[src/rtl/irq_hub.sv]
module irq_hub #(
  parameter int NUM_SRC = 32,
  parameter int NUM_CTX = 2,
  parameter int PRIO_W  = 3,
  parameter int ADDR_W  = 24
) (
  input  logic                clk,
  input  logic                rst_n,
  input  logic [NUM_SRC-1:0]  src_i,
  input  logic [ADDR_W-1:0]   bus_addr,
  input  logic                bus_we,
  input  logic [31:0]         bus_wdata,
  input  logic                bus_re,
  output logic [31:0]         bus_rdata,
  output logic [NUM_CTX-1:0]  irq_o
);
  localparam int ID_W  = $clog2(NUM_SRC);
  localparam int CTX_W = (NUM_CTX > 1) ? $clog2(NUM_CTX) : 1;
  localparam logic [ADDR_W-1:0] PRIO_END = ADDR_W'(NUM_SRC * 4);
  localparam logic [ADDR_W-1:0] EN_BASE  = ADDR_W'(32'h2000);
  localparam logic [ADDR_W-1:0] EN_SPAN  = ADDR_W'(NUM_CTX * 128);
  localparam logic [ADDR_W-1:0] CX_BASE  = ADDR_W'(32'h20_0000);
  localparam logic [ADDR_W-1:0] CX_SPAN  = ADDR_W'(NUM_CTX * 4096);
  localparam logic [NUM_SRC-1:0] SRC_MASK = {{(NUM_SRC-1){1'b1}}, 1'b0};

  logic [PRIO_W-1:0]  prio_q [NUM_SRC];
  logic [NUM_SRC-1:0] en_q   [NUM_CTX];
  logic [PRIO_W-1:0]  thr_q  [NUM_CTX];
  logic [NUM_SRC-1:0] pend_q, clm_q;
  logic [ID_W-1:0]    best_id [NUM_CTX];
  logic [NUM_CTX-1:0] arb_hit;

  logic [ADDR_W-1:0] en_off, cx_off;
  logic              is_prio, is_en, is_cx, is_thr, is_clm;
  logic [ID_W-1:0]   prio_idx, claim_id, done_id;
  logic [CTX_W-1:0]  en_ctx, cx_ctx;
  logic [NUM_SRC-1:0] claim_mask, done_mask;
  logic              done_ok;
  logic [31:0]       rd_val;

  assign en_off   = bus_addr - EN_BASE;
  assign cx_off   = bus_addr - CX_BASE;
  assign is_prio  = (bus_addr < PRIO_END) && (bus_addr[1:0] == 2'b00);
  assign is_en    = (bus_addr >= EN_BASE) && (en_off < EN_SPAN) && (en_off[6:0] == 7'd0);
  assign is_cx    = (bus_addr >= CX_BASE) && (cx_off < CX_SPAN);
  assign is_thr   = is_cx && (cx_off[11:0] == 12'h000);
  assign is_clm   = is_cx && (cx_off[11:0] == 12'h004);
  assign prio_idx = bus_addr[ID_W+1:2];
  assign en_ctx   = en_off[CTX_W+6:7];
  assign cx_ctx   = cx_off[CTX_W+11:12];

  // Per-context arbiter: strict compare keeps the lowest ID on ties
  always_comb begin
    for (int h = 0; h < NUM_CTX; h++) begin
      logic [PRIO_W-1:0] bp;
      logic [ID_W-1:0]   bi;
      bp = thr_q[h];
      bi = '0;
      for (int n = 1; n < NUM_SRC; n++) begin
        if (pend_q[n] && en_q[h][n] && (prio_q[n] > bp)) begin
          bp = prio_q[n];
          bi = ID_W'(n);
        end
      end
      best_id[h] = bi;
      arb_hit[h] = (bi != '0);
    end
  end

  // Request lines from a flat compare, independent of the arbiter chain
  always_comb begin
    for (int h = 0; h < NUM_CTX; h++) begin
      logic [NUM_SRC-1:0] above;
      for (int n = 0; n < NUM_SRC; n++) above[n] = (prio_q[n] > thr_q[h]);
      irq_o[h] = |(pend_q & en_q[h] & above);
    end
  end

  assign claim_id   = best_id[cx_ctx];
  assign claim_mask = (bus_re && is_clm) ? ((NUM_SRC'(1) << claim_id) & SRC_MASK) : '0;
  assign done_id    = bus_wdata[ID_W-1:0];
  assign done_ok    = bus_we && is_clm && (bus_wdata < 32'(NUM_SRC)) && clm_q[done_id];
  assign done_mask  = done_ok ? (NUM_SRC'(1) << done_id) : '0;

  always_comb begin
    rd_val = '0;
    if (is_prio)     rd_val = 32'(prio_q[prio_idx]);
    else if (is_en)  rd_val = 32'(en_q[en_ctx]);
    else if (is_thr) rd_val = 32'(thr_q[cx_ctx]);
    else if (is_clm) rd_val = 32'(claim_id);
  end

  always_ff @(posedge clk) begin
    if (!rst_n) begin
      for (int n = 0; n < NUM_SRC; n++) prio_q[n] <= '0;
      for (int h = 0; h < NUM_CTX; h++) begin
        en_q[h]  <= '0;
        thr_q[h] <= '0;
      end
      pend_q    <= '0;
      clm_q     <= '0;
      bus_rdata <= '0;
    end else begin
      pend_q <= (pend_q | (src_i & ~clm_q & SRC_MASK)) & ~claim_mask;
      clm_q  <= (clm_q | claim_mask) & ~done_mask;
      if (bus_we && is_prio && (prio_idx != '0)) prio_q[prio_idx] <= bus_wdata[PRIO_W-1:0];
      if (bus_we && is_en)  en_q[en_ctx]  <= bus_wdata[NUM_SRC-1:0] & SRC_MASK;
      if (bus_we && is_thr) thr_q[cx_ctx] <= bus_wdata[PRIO_W-1:0];
      if (bus_re) bus_rdata <= rd_val;
    end
  end

  p_id0_idle_r1: assert property (@(posedge clk) disable iff (!rst_n)
    !pend_q[0] && !clm_q[0]);
  p_prio_upper_zero_r2: assert property (@(posedge clk) disable iff (!rst_n)
    bus_re && is_prio |=> bus_rdata[31:PRIO_W] == '0);
  p_arb_vs_irq_r9: assert property (@(posedge clk) disable iff (!rst_n)
    arb_hit == irq_o);
  p_claim_takes_r7: assert property (@(posedge clk) disable iff (!rst_n)
    bus_re && is_clm && (claim_id != '0) |=> !pend_q[$past(claim_id)] && clm_q[$past(claim_id)]);
  p_no_overlap_r7: assert property (@(posedge clk) disable iff (!rst_n)
    (pend_q & clm_q) == '0);
  p_release_r8: assert property (@(posedge clk) disable iff (!rst_n)
    done_ok && !(bus_re && is_clm) |=> !clm_q[$past(done_id)]);
  p_stray_done_r8: assert property (@(posedge clk) disable iff (!rst_n)
    bus_we && is_clm && !done_ok |=> clm_q == ($past(clm_q) | $past(claim_mask)));
  p_unmapped_zero_r10: assert property (@(posedge clk) disable iff (!rst_n)
    bus_re && !(is_prio || is_en || is_thr || is_clm) |=> bus_rdata == '0);
  p_rdata_hold_r10: assert property (@(posedge clk) disable iff (!rst_n)
    !bus_re |=> $stable(bus_rdata));
endmodule

[config.mk]
export PLATFORM = sky130hd
export DESIGN_NAME = irq_hub
export DESIGN_NICKNAME = d
export VERILOG_FILES = /design/src/rtl/irq_hub.sv
export SDC_FILE = /design/constraint.sdc
export NUM_CORES = 1
export LEC_CHECK = 0
export ABC_AREA = 1
export BUFFER_PORTS_ARGS = -buffer_cell sky130_fd_sc_hd__buf_2
export CORE_ASPECT_RATIO = 1.1
export CORE_MARGIN = 3
export CORE_UTILIZATION = 56
export CTS_CLUSTER_DIAMETER = 60
export DETAILED_ROUTE_END_ITERATION = 16
export GPL_ROUTABILITY_DRIVEN = 0
export GPL_TIMING_DRIVEN = 0
export PLACE_DENSITY = 0.75
export SYNTH_ARGS = -nofsm -noshare
export SYNTH_HDL_FRONTEND = slang
export SYNTH_SLANG_ARGS = --single-unit
[constraint.sdc]
create_clock -name clk -period 36.3 [get_ports clk]
set_input_delay 5.445 -clock clk [delete_from_list [all_inputs] [get_ports clk]]
set_output_delay 5.445 -clock clk [all_outputs]
set_load 0.01 [all_outputs]
==> impl_metrics.toml <==
[run_status]
outcome = "completed"

[layout]
drive_gt1_frac = 0.182
antenna_cells = 0
synthToLayoutAreaGrowth_pct = 13.4
fin_nets = 3556

[sta]
drv_slew = 0
worstMarginPinSlew_ps = 1330
hold_violations = 0
relSlewSlack = 0.110
timing.final.crit_period_ps = 34560
fmax_mhz = 28.9
fin_skew_ps = 16.9
layout_setup_ws_ps = 1740
period_share = 0.952
finalSetupTns_ps = 0
setup_viol = 0

[logic_synthesis]
yosysWarnings = 0
synth_most_common_cell = "nand2_1"
synth_seq_area_share = 0.307
synth-async-reset-ratio = 0
synth_edf_count = 164
avgSynthCellArea_um2 = 7.34
synth.distinct_cells = 60
ys.flop_type = "edfxtp_1"
syn_inst = 3029
yosysTopAreaCellShare = 0.221
netlist_area_mm2 = 0.0222
yosysTopAreaCell = "edfxtp_1"
ys_top_cells_by_count = "nand2_1 (497), inv_1 (379), a21oi_1 (266)"
ys_top_cells_by_area = "edfxtp_1 (22%), ha_1 (14%), dfxtp_1 (8.5%), nand2_1 (8.4%), inv_1 (6.4%)"
yosys_register_bits = 259

[clock_tree]
cts_sinks = 259
htreeDepth = 1
clkTransAtPathRegs_ps = 60
clk_path_buf_depth = 3
numCtsBuffers = 26
clockRootBuffer = "clkbuf_16"
tritoncts = "yes"
clock_latency_ps = 550

[setup_path]
cp.arrival_ps = 35000
endpoint_kind = "flop"
crit_top_cell = "nand2_2"
worstPathRequired_ps = 36730
crit_fanout = 12
r2r_setup_slack_ps = 1740
path_class = "reg -> reg"
cp_slowest_stage_delay_ps = 430
worst_setup_path_start_kind = "flop"
cp_slowest_cell = "edfxtp_1"

[drt]
drtPass1Iterations = 8
drtIter0Drc = 2741
routed-via-count = 23500
drtAntennaViolNets = 0
wl_per_cell_um = 21.4
totalWireLength_um = 79800
vias_per_cell = 6.31
remaining_drc_errors = 0

[floorplan]
core-area_mm2 = 0.0387
die_h_um = 215
ios = 126
core.rowCount = 75
initial_core_util = 0.575
dieArea_mm2 = 0.0422
die_w_um = 196

[placement]
port_buffers = 120
pre_cts_ws_ps = -1500
place_hpwl_um = 62100

[power]
ir_drop_v = 0.0000398
leakagePower_nw = 11.9
powerDensity_mw_per_mm2 = 43.5

[job]
cap_violations = 0

[grt]
grt_pass1_vias = 22200
overflow = 0
grt_max_degree = 32
grt_pass1_wl_um = 119000
grtUsageTotal = 0.358
antenna_found_initial = 0

[worst_hold_path]
worstHoldPathType = "reg -> reg"
-- critical path, delay by kind of cell (launching register included) --
family / cells / cell delay [ps]
AOI/OAI and AO/OA: 60 / 6970
and+or+nand+nor: 125 / 16070
buffers and inverters: 28 / 2240
adders and majority gates: 31 / 8640
DFF: 1 / 430
-- power breakdown --
group          switching, mW  internal, mW
Sequential            0.0135         0.325
Clock                  0.121         0.169
Combinational          0.299         0.171
-- layer usage --
metal / vias to the layer above / wire, um / track usage
met4: 0 / 5980 / 0.217
met5: - / 0 / 0
met1: 10800 / 29300 / 0.449
li1: 10800 / - / -
met3: 351 / 8560 / 0.0525
met2: 1492 / 36000 / 0.582
-- per-stage QoR --
step / util / std cells / cell area, um2 / power [mW] / hold slack (ps)
5_1_grt: 0.653 / 3728 / 25200 / 1.15 / 478
4_1_cts: 0.637 / 3709 / 24600 / 1.05 / 447
3_3_place_gp: 0.607 / 3651 / 23500 / 0.733 / 428
2_1_floorplan: - / 3031 / 22300 / 0.651 / 415
6_report: 0.653 / 3728 / 25200 / 1.10 / 456
3_5_place_dp: 0.611 / 3657 / 23600 / 0.758 / 430
-- layout by cell type, fill, tap and decap left out, types with 5 or more instances in the layout --
cell	netlist	final
inv_2	12	13
nand2_1	497	484
clkbuf_1	43	45
ha_1	256	253
o21ai_2	0	48
nand3_2	36	38
o211ai_1	28	28
o22ai_1	80	76
buf_2	2	122
nand3_1	241	239
nand2_2	150	156
a21oi_1	266	263
clkinv_1	4	10
nor2_2	10	14
dfxtp_1	95	95
o32ai_1	8	6
nand3b_1	5	5
o2111ai_1	6	6
nand4_1	41	41
a22oi_1	9	9
bufinv_16	0	6
nor3_2	0	9
or2_2	59	59
o21ai_0	227	151
edfxtp_1	164	164
inv_1	379	374
nor3_1	49	40
buf_4	4	24
a31oi_1	15	15
nand2_4	19	26
o21ai_1	3	27
nor2_1	256	251
clkbuf_16	0	28
buf_1	5	5
nor4_1	10	10
-- sequential cells by signal, indices dropped and copies added, names as in the netlist --
| register | cells |
|---|---|
| pend_q | 31 |
| prio_q | 96 |
| thr_q | 6 |
| en_q | 62 |
| bus_rdata | 32 |
| clm_q | 32 |
-- area by class of cell --
class,count,area [um2]
Sequential cell,259,6830
Fill cell,3384,13400
Inverter,397,1560
Buffer,59,274
Timing Repair Buffer,147,906
Clock inverter,17,198
Clock buffer,31,711
Tap cell,500,626
Timing Repair inverter,2,17.5
Multi-Input combinational cell,2316,14100
-- logic make-up (layout without fill, tap and decap cells) --
group	Yosys count	in the layout	synth area share
and+or+nand+nor	1380	1380	0.299
AOI/OAI and AO/OA	674	674	0.169
buffers and inverters	456	653	0.0793
DFF	259	259	0.307
adders and majority gates	256	256	0.144
muxes	3	3	0.00135
other	1	3	0.000169
-- timing repair --
action                                  CTS  global route
hold buffers                              0             0
setup buffers                             3            18
endpoints found under the setup margin   67            67
gates cloned                              1             1
gates resized for setup                  41           158
pin swaps                                 1            17
-- final timing paths --
kind	start	endpoint	depth (start not counted)
worst max register to register	thr_q[1][0]	pend_q[9]	244
worst min-delay path	clm_q[0]	clm_q[0]	2
worst max-delay path	thr_q[1][0]	pend_q[9]	244
worst min register to register	clm_q[0]	clm_q[0]	2
Power figures use the tool's default switching activity.
